--- config.mk ---
export PLATFORM = sky130hd
export DESIGN_NAME = gram_addr_counter
export DESIGN_NICKNAME = d
export VERILOG_FILES = /design/src/rtl/gram_addr_pkg.sv /design/src/rtl/gram_axis_step.sv /design/src/rtl/gram_addr_ctrl.sv /design/src/rtl/gram_addr_dp.sv /design/src/rtl/gram_addr_counter.sv
export SDC_FILE = /design/constraint.sdc
export NUM_CORES = 1
export LEC_CHECK = 0
export ABC_AREA = 1
export BUFFER_PORTS_ARGS = -buffer_cell sky130_fd_sc_hd__buf_4
export CORE_UTILIZATION = 60
export CTS_BUF_LIST = sky130_fd_sc_hd__clkbuf_4
export DETAILED_ROUTE_END_ITERATION = 12
export PLACE_DENSITY = 0.87
export SLEW_MARGIN = 30
export SYNTH_ARGS = -nofsm -noshare
export SYNTH_HDL_FRONTEND = slang
export SYNTH_SLANG_ARGS = --single-unit
--- constraint.sdc ---
create_clock -name clk -period 6 [get_ports clk]
set_input_delay 0.6 -clock clk [delete_from_list [all_inputs] [get_ports clk]]
set_output_delay 0.6 -clock clk [all_outputs]
set_load 0.01 [all_outputs]
--- src/rtl/gram_addr_pkg.sv ---
package gram_addr_pkg;
  typedef struct packed {
    logic stage;      // capture a new address into the staging register
    logic loadNow;    // copy written data straight into the counter
    logic loadFrame;  // copy staging register into the counter at frame sync
    logic advance;    // step the counter after a pixel write
  } addrStrobes_t;
endpackage

--- src/rtl/gram_axis_step.sv ---
module gram_axis_step #(
  parameter int W = 8
) (
  input  logic [W-1:0] pos,
  input  logic [W-1:0] lo,
  input  logic [W-1:0] hi,
  input  logic         up,
  input  logic         stepEn,
  output logic [W-1:0] nextPos,
  output logic         wrapped
);
  logic atEdge;

  always_comb begin
    atEdge  = up ? (pos == hi) : (pos == lo);
    wrapped = stepEn && atEdge;
    if (!stepEn)     nextPos = pos;
    else if (atEdge) nextPos = up ? lo : hi;
    else             nextPos = up ? pos + 1'b1 : pos - 1'b1;
  end
endmodule

--- src/rtl/gram_addr_ctrl.sv ---
module gram_addr_ctrl
  import gram_addr_pkg::*;
(
  input  logic         clk,
  input  logic         rst,
  input  logic         regWrEn,
  input  logic         pixWr,
  input  logic         standby,
  input  logic         rgbMode,
  input  logic         vsync,
  output addrStrobes_t strobes
);
  logic vsyncQ;
  logic vsyncFall;

  always_ff @(posedge clk) begin
    if (rst) vsyncQ <= 1'b0;
    else     vsyncQ <= vsync;
  end

  always_comb begin
    vsyncFall         = vsyncQ && !vsync;
    strobes.stage     = regWrEn && !standby;
    strobes.loadNow   = regWrEn && !standby && !rgbMode;
    strobes.loadFrame = rgbMode && vsyncFall;
    strobes.advance   = pixWr && !strobes.loadNow && !strobes.loadFrame;
  end
endmodule

--- src/rtl/gram_addr_dp.sv ---
module gram_addr_dp
  import gram_addr_pkg::*;
#(
  parameter int AXIS_W = 8,
  localparam int ADDR_W = 2 * AXIS_W
) (
  input  logic              clk,
  input  logic              rst,
  input  addrStrobes_t      strobes,
  input  logic [ADDR_W-1:0] loadData,
  input  logic              incDir,
  input  logic              vertScan,
  input  logic [AXIS_W-1:0] winXStart,
  input  logic [AXIS_W-1:0] winXEnd,
  input  logic [AXIS_W-1:0] winYStart,
  input  logic [AXIS_W-1:0] winYEnd,
  output logic [ADDR_W-1:0] addr
);
  logic [ADDR_W-1:0] addrQ;
  logic [ADDR_W-1:0] stagedQ;
  logic [ADDR_W-1:0] stepAddr;

  logic [AXIS_W-1:0] curX, curY;
  logic [AXIS_W-1:0] priPos, priLo, priHi, priNext;
  logic [AXIS_W-1:0] secPos, secLo, secHi, secNext;
  logic              priWrap, secWrap;

  assign curX = addrQ[AXIS_W-1:0];
  assign curY = addrQ[ADDR_W-1:AXIS_W];

  // primary axis moves on every write; secondary only when primary wraps
  always_comb begin
    priPos = vertScan ? curY      : curX;
    priLo  = vertScan ? winYStart : winXStart;
    priHi  = vertScan ? winYEnd   : winXEnd;
    secPos = vertScan ? curX      : curY;
    secLo  = vertScan ? winXStart : winYStart;
    secHi  = vertScan ? winXEnd   : winYEnd;
  end

  gram_axis_step #(.W(AXIS_W)) u_priStep (
    .pos(priPos), .lo(priLo), .hi(priHi), .up(incDir),
    .stepEn(1'b1), .nextPos(priNext), .wrapped(priWrap)
  );

  gram_axis_step #(.W(AXIS_W)) u_secStep (
    .pos(secPos), .lo(secLo), .hi(secHi), .up(incDir),
    .stepEn(priWrap), .nextPos(secNext), .wrapped(secWrap)
  );

  always_comb begin
    if (vertScan) stepAddr = {priNext, secNext};
    else          stepAddr = {secNext, priNext};
  end

  always_ff @(posedge clk) begin
    if (rst) begin
      stagedQ <= '0;
      addrQ   <= '0;
    end else begin
      if (strobes.stage) stagedQ <= loadData;
      if (strobes.loadFrame)    addrQ <= stagedQ;
      else if (strobes.loadNow) addrQ <= loadData;
      else if (strobes.advance) addrQ <= stepAddr;
    end
  end

  assign addr = addrQ;


  hwrap_to_start_chk: assert property (@(posedge clk) disable iff (rst)
    (strobes.advance && incDir && !vertScan && curX == winXEnd)
      |=> addrQ[AXIS_W-1:0] == $past(winXStart));


  corner_wrap_chk: assert property (@(posedge clk) disable iff (rst)
    (strobes.advance && incDir && curX == winXEnd && curY == winYEnd)
      |=> addrQ == {$past(winYStart), $past(winXStart)});


  vstep_keeps_x_chk: assert property (@(posedge clk) disable iff (rst)
    (strobes.advance && vertScan && !secWrap && curY != (incDir ? winYEnd : winYStart))
      |=> addrQ[AXIS_W-1:0] == $past(curX));
endmodule

--- src/rtl/gram_addr_counter.sv ---
module gram_addr_counter
  import gram_addr_pkg::*;
#(
  parameter int AXIS_W = 8,
  localparam int ADDR_W = 2 * AXIS_W
) (
  input  logic              clk,
  input  logic              rst,
  input  logic              regWrEn,
  input  logic [ADDR_W-1:0] regWrData,
  input  logic              pixWr,
  input  logic              pixRd,
  input  logic              standby,
  input  logic              rgbMode,
  input  logic              incDir,
  input  logic              vertScan,
  input  logic [AXIS_W-1:0] winXStart,
  input  logic [AXIS_W-1:0] winXEnd,
  input  logic [AXIS_W-1:0] winYStart,
  input  logic [AXIS_W-1:0] winYEnd,
  input  logic              vsync,
  output logic [ADDR_W-1:0] addr
);
  addrStrobes_t strobes;

  gram_addr_ctrl u_ctrl (
    .clk(clk), .rst(rst), .regWrEn(regWrEn), .pixWr(pixWr),
    .standby(standby), .rgbMode(rgbMode), .vsync(vsync), .strobes(strobes)
  );

  gram_addr_dp #(.AXIS_W(AXIS_W)) u_dp (
    .clk(clk), .rst(rst), .strobes(strobes), .loadData(regWrData),
    .incDir(incDir), .vertScan(vertScan),
    .winXStart(winXStart), .winXEnd(winXEnd),
    .winYStart(winYStart), .winYEnd(winYEnd), .addr(addr)
  );


  direct_load_chk: assert property (@(posedge clk) disable iff (rst)
    (regWrEn && !standby && !rgbMode) |=> addr == $past(regWrData));


  read_holds_chk: assert property (@(posedge clk) disable iff (rst)
    (pixRd && !pixWr && !regWrEn && (vsync || !rgbMode)) |=> $stable(addr));


  standby_holds_chk: assert property (@(posedge clk) disable iff (rst)
    (standby && !rgbMode && !pixWr) |=> $stable(addr));


  rgb_defer_chk: assert property (@(posedge clk) disable iff (rst)
    (rgbMode && regWrEn && vsync && !pixWr) |=> $stable(addr));
endmodule

==> results of run 1 <==
-- logic make-up after synthesis --
logic type | share of synthesized area [%]
flops | 16.70
xor+xnor | 2.214
simple gates | 46.33
fa+ha+maj | 5.123
compound gates | 18.60
buf+inv | 11.04
-- flip-flops by register name (all words and copies together), names as in the netlist --
register and cells:
u_ctrl.vsyncQ 1, u_dp.stagedQ 16, u_dp.addr 16
-- per-layer routing --
metal  wire (microns)  up-vias  share of wire, %  GRT usage, %
li1                 -     2339                 -             -
met1             5082     2209                43         46.15
met2             5704      196                48         56.93
met3              877       29               7.4         6.759
met4              253        0               2.1         9.875
met5                0        -                 0             0
-- stage by stage --
| stage | setup slack, ns | utilization [%] | hold slack, ns | total power (uW) | cell area [sq um] |
|---|---|---|---|---|---|
| after floorplan | 3.442 | - | 0.4783 | 554.9 | 3956 |
| after global placement | 2.356 | 68.99 | 0.4934 | 654.8 | 4380 |
| after detailed placement | 2.161 | 68.99 | 0.4997 | 669.5 | 4380 |
| after CTS | 2.547 | 69.77 | 0.4056 | 788.4 | 4431 |
| after global routing | 2.367 | 69.87 | 0.3962 | 858.9 | 4437 |
| final | 2.600 | 69.87 | 0.4045 | 799.0 | 4437 |
-- layout make-up --
type	instances	area [sq um]
Clock buffer	5	37.54
Clock inverter	3	12.51
Fill cell	572	1913
Inverter	59	224.0
Multi-Input combinational cell	547	2865
Sequential cell	33	660.6
Tap cell	77	96.34
Timing Repair Buffer	72	540.5
-- power by group through the flow --
| stage | clock network [uW] | logic, uW | registers [uW] |
|---|---|---|---|
| after floorplan | 0 | 294 | 261 |
| after global routing | 132 | 469 | 258 |
| after CTS | 122 | 410 | 256 |
| after global placement | 0 | 395 | 260 |
| after detailed placement | 0 | 409 | 261 |
| final | 123 | 420 | 256 |
-- path summary, 6_finish.rpt --
kind	startpoint	slack [ns]	cells after the start	end
worst min-delay path	rst	0.40	2	u_ctrl.vsyncQ
worst min register to register	u_dp.stagedQ[0]	0.53	2	u_dp.stagedQ[0]
worst max-delay path	standby	2.60	9	u_dp.addr[14]
worst max register to register	u_ctrl.vsyncQ	2.84	6	u_dp.addr[7]
-- cells in the final DEF (no fill, tap or decap) --
cell      synthesis  final
o21a_1            2      2
fa_1              2      2
o21ai_1           9      9
nor2_4            2      2
clkbuf_4          0      5
nand2_1         223    223
nand3b_1          5      5
a21oi_1          19     19
xnor2_1           3      3
nor3_4            0      1
a21oi_2          14     14
nand4_1           1      1
buf_4             1     72
clkinv_1          2      4
nand3_1         118    118
o21ai_2           5      5
a21o_1            1      1
o21ai_0          19     19
o21bai_1          1      1
inv_2             3      3
inv_1            53     53
a211oi_1         16     16
nor2_1           41     41
clkinv_2          0      1
nand2_4           2      2
dfxtp_1          33     33
nor2_8            2      2
nand2_2          11     11
o221ai_1         16     16
nor2_2            2      2
or2_2             5      5
ha_1             13     13
xor2_1            7      7
a31oi_1           7      7
inv_4             1      1
==> results.json, run 1 <==
{
  "status": "finished clean",
  "setup_tns_ns": 0,
  "skew_ns": 0.007383,
  "max_freq_ghz": 0.2941,
  "synth_cell_types": 38,
  "crit_family": "simple AND/OR/NAND/NOR gates",
  "antenna_found_initial": 0,
  "grt_pass1_wl_microns": 19850,
  "cts_tree": "done",
  "hold_class": "in2reg",
  "yosysWarningCount": 0,
  "cts_hold_buf": 0,
  "routed_wl_microns": 11920,
  "io_pins": 74,
  "area_delta_synth_final_pct": 12.14,
  "clock-sinks": 33,
  "critPathKind": "in2reg",
  "tightest_slew_ns": 0.8775,
  "pwr-share-seq_pct": 32.1,
  "yosysMostFrequentCell": "nand2_1",
  "ys_seq_area_share_pct": 16.70,
  "row_count": 29,
  "power.leakage_uw": 0.002336,
  "cp-end-kind": "flip-flop",
  "ys_top_cells_by_count": "nand2_1, nand3_1, inv_1",
  "critPathMaxFanout": 18,
  "synthTopCellsByArea": "nand2_1, dfxtp_1, nand3_1",
  "ir_drop_mv": 0.1742,
  "p_int_uw": 440.2,
  "cts_buffers": 5,
  "swShare_pct": 44.91,
  "p_per_area_mw_per_mm2": 180.1,
  "htreeDepth": 2,
  "synth_top_area_cell": "nand2_1",
  "ctsResizeCount": 0,
  "grt_max_degree": 73,
  "clock_latency_ns": 0.35,
  "hold_viol": 0,
  "cp.buffers_inverters": 4,
  "layout_min_cycle_time_ns": 3.400,
  "drc": 0,
  "clock_path_buffers": 2,
  "ys_seq_elements": 33,
  "power_frac_clock_pct": 15.4,
  "grt_util_all_layers_pct": 34.68,
  "combPwrFrac_pct": 52.5,
  "dp_cells": 788,
  "maxCapViolations": 0,
  "cts_root_buf": "clkbuf_4",
  "cp_data_required_time_ns": 6.24,
  "fin_crit_sh_pct": 56.67,
  "synth_edf_count": 0,
  "rsz0062_at_grt": "no",
  "start_util_pct": 62.31,
  "vias": 4773,
  "clk_pin_slew_ns": 0.11,
  "setup_viol": 0,
  "drt-initial-drc-count": 504,
  "synth_cells": 671,
  "yosys.area.top_type_share_pct": 21.16,
  "switching_power_uw": 358.8,
  "drtPass1Iterations": 6,
  "mappedNetlistArea_sq_mm": 0.003956,
  "timing.slew.headroom_pct": 41.44,
  "critPathMaxStageDelay_ns": 0.83,
  "place_congestion": 0.9234,
  "routedWlPerCell_microns": 14.97,
  "worst_path_max_delay_cell": "nor2_2",
  "postSynthAreaPerCell_sq_um": 5.896,
  "nets": 791,
  "synth.net_count": 744,
  "die_w_microns": 83.20,
  "vias_per_cell": 5.996,
  "grt-ovfl-total": 0,
  "arrival_ns": 3.64,
  "cts_setup_buffers": 0,
  "cp-start-kind": "input pin",
  "port_buffers": 72,
  "dpl.hpwl_microns": 8859,
  "antenna-diode-count": 0,
  "timing.final.max_slew_violations": 0,
  "dieArea_sq_mm": 0.006922,
  "synthArstFlopShare_pct": 0,
  "core_sq_mm": 0.006350,
  "final_cells": 796,
  "final_antenna_net_count": 0,
  "fp.dieH_microns": 83.20,
  "cp_cell_sequence": "buf_4 > nor2_2 > clkinv_1 > nor2_2 > inv_1 > nand2_1 > inv_1 > nand2_1 > a21oi_1",
  "drive_gt1_share_pct": 17.52,
  "grt_pass1_vias": 4288,
  "ys.flop_type": "dfxtp_1"
}
Power figures use the tool's default switching activity.
==> run 2, diff against run 1 <==
Settings changed: CORE_UTILIZATION 60 to 59, PLACE_DENSITY 0.87 to 0.86.
Clock period 6 ns to 3.35 ns, I/O delays scaled along.
==> results.json, run 2 (synthesis results as in run 1) <==
{
  "drt-initial-drc-count": 402,
  "hold_end": "u_ctrl.vsyncQ",
  "max_freq_ghz": 0.3903,
  "routedWlPerCell_microns": 14.62,
  "regArea_sq_um": 660.6,
  "cp-start-kind": "input pin",
  "r2r-end": "u_dp.addr[7]",
  "timing.final.max_slew_violations": 0,
  "place_area_sq_mm": 0.004432,
  "final_area_sq_mm": 0.004482,
  "final_antenna_net_count": 0,
  "setup_tns_ns": 0,
  "hold_viol": 0,
  "grt-ovfl-total": 0,
  "cts_hold_buf": 0,
  "antenna-diode-count": 0,
  "status": "finished with violations",
  "critPathMaxFanout": 39,
  "setup_viol": 0,
  "grt_pass1_wl_microns": 19330,
  "r2r_slack_ns": 0.94,
  "core_sq_mm": 0.006422,
  "port_buffers": 72,
  "grt_pass1_vias": 4212,
  "skew_ns": 0.01487,
  "clk_pin_slew_ns": 0.11,
  "ir_drop_mv": 0.2887,
  "timing.slew.headroom_pct": 42.85,
  "violations": "DRC",
  "die_w_microns": 83.89,
  "num-fill-cells": 590,
  "fin_crit_sh_pct": 76.48,
  "min_path_cells": 2,
  "arrival_ns": 2.82,
  "maxCapViolations": 0,
  "vias_per_cell": 5.953,
  "hold_class": "in2reg",
  "drtPass1Iterations": 10,
  "tightest_slew_ns": 0.8563,
  "power.leakage_uw": 0.002365,
  "critPathKind": "in2reg",
  "dieArea_sq_mm": 0.007037,
  "layout_common_cells": "nand2_1, nand3_1, buf_4, inv_1, nor2_1",
  "ctsResizeCount": 0,
  "multi_input_area_sq_mm": 0.002865,
  "cp-end-kind": "flip-flop",
  "grt_util_all_layers_pct": 33.40,
  "vias": 4774,
  "clock-sinks": 33,
  "routed_wl_microns": 11730,
  "clock_path_buffers": 2,
  "r2r_start": "u_dp.addr[10]",
  "drc": 2,
  "cts_tree": "done",
  "clock_latency_ns": 0.34,
  "fp.dieH_microns": 83.89,
  "min_from": "rst",
  "cts_buffers": 5,
  "dpl.hpwl_microns": 8935,
  "start_util_pct": 61.60,
  "drive_gt1_share_pct": 18.21,
  "r2r.worst_path.cells": 14,
  "rsz0062_at_grt": "no",
  "row_count": 29,
  "nets": 797,
  "p_per_area_mw_per_mm2": 316.5,
  "place_congestion": 0.9283,
  "grt_max_degree": 60,
  "layout_min_cycle_time_ns": 2.562,
  "cp_data_required_time_ns": 3.61,
  "layout_commonest_cell": "nand2_1",
  "area_delta_synth_final_pct": 13.28,
  "antenna_found_initial": 0,
  "htreeDepth": 2,
  "cts_root_buf": "clkbuf_4",
  "cts_setup_buffers": 0,
  "io_pins": 74
}
[run 2: area by class of cell]
type                            count  area share, %
Clock inverter                      3         0.2792
Timing Repair Buffer               78          13.07
Clock buffer                        5         0.8375
Inverter                           59          4.997
Tap cell                           77          2.150
Multi-Input combinational cell    547          63.93
Sequential cell                    33          14.74
[run 2: layer usage]
metal  wire length, microns  global-route usage [%]
met3                    778                   5.539
met4                    147                   7.367
met1                   5210                   45.63
met2                   5588                   55.07
met5                      0                       0
[run 2: worst max path at each step]
stage                  start       endpoint  slack (ns)  cells past startpoint
floorplan             incDir  u_dp.addr[15]        1.06                     15
global placement    vertScan  u_dp.addr[10]        0.63                     14
detailed placement  vertScan   u_dp.addr[2]        0.54                     14
CTS                 vertScan   u_dp.addr[2]        0.88                     14
global route        vertScan   u_dp.addr[2]        0.61                     14
finish              vertScan   u_dp.addr[2]        0.79                     14
[run 2: critical path, cell delays in order]
cell and delay (ns):
buf_4 0.33, buf_4 0.39, o21ai_1 0.25, inv_1 0.14, nand2_1 0.06, nand2_1 0.06
nand3_1 0.11, nor2_4 0.24, nand2_4 0.20, inv_2 0.18, nand3_1 0.18, nand3_1 0.11
nand2_1 0.08, a21oi_2 0.14
[run 2: report_power, final]
group,total [uW],internal [uW],switching (uW)
combinational,746,289,457
clock,212,75.9,136
sequential,460,427,32.6
[run 2: metrics by stage]
stage               power, uW  utilization (%)  setup WS, ns  cells  hold WS (ns)
detailed placement       1199            69.00        0.5446    794        0.5026
CTS                      1405            69.78        0.8803    802        0.1397
global placement         1174            68.91        0.6333    794        0.4943
finish                   1418            69.78        0.7879    802        0.1448
global route             1527            69.78        0.6070    802        0.1283
floorplan               993.9                -         1.057    671        0.4074
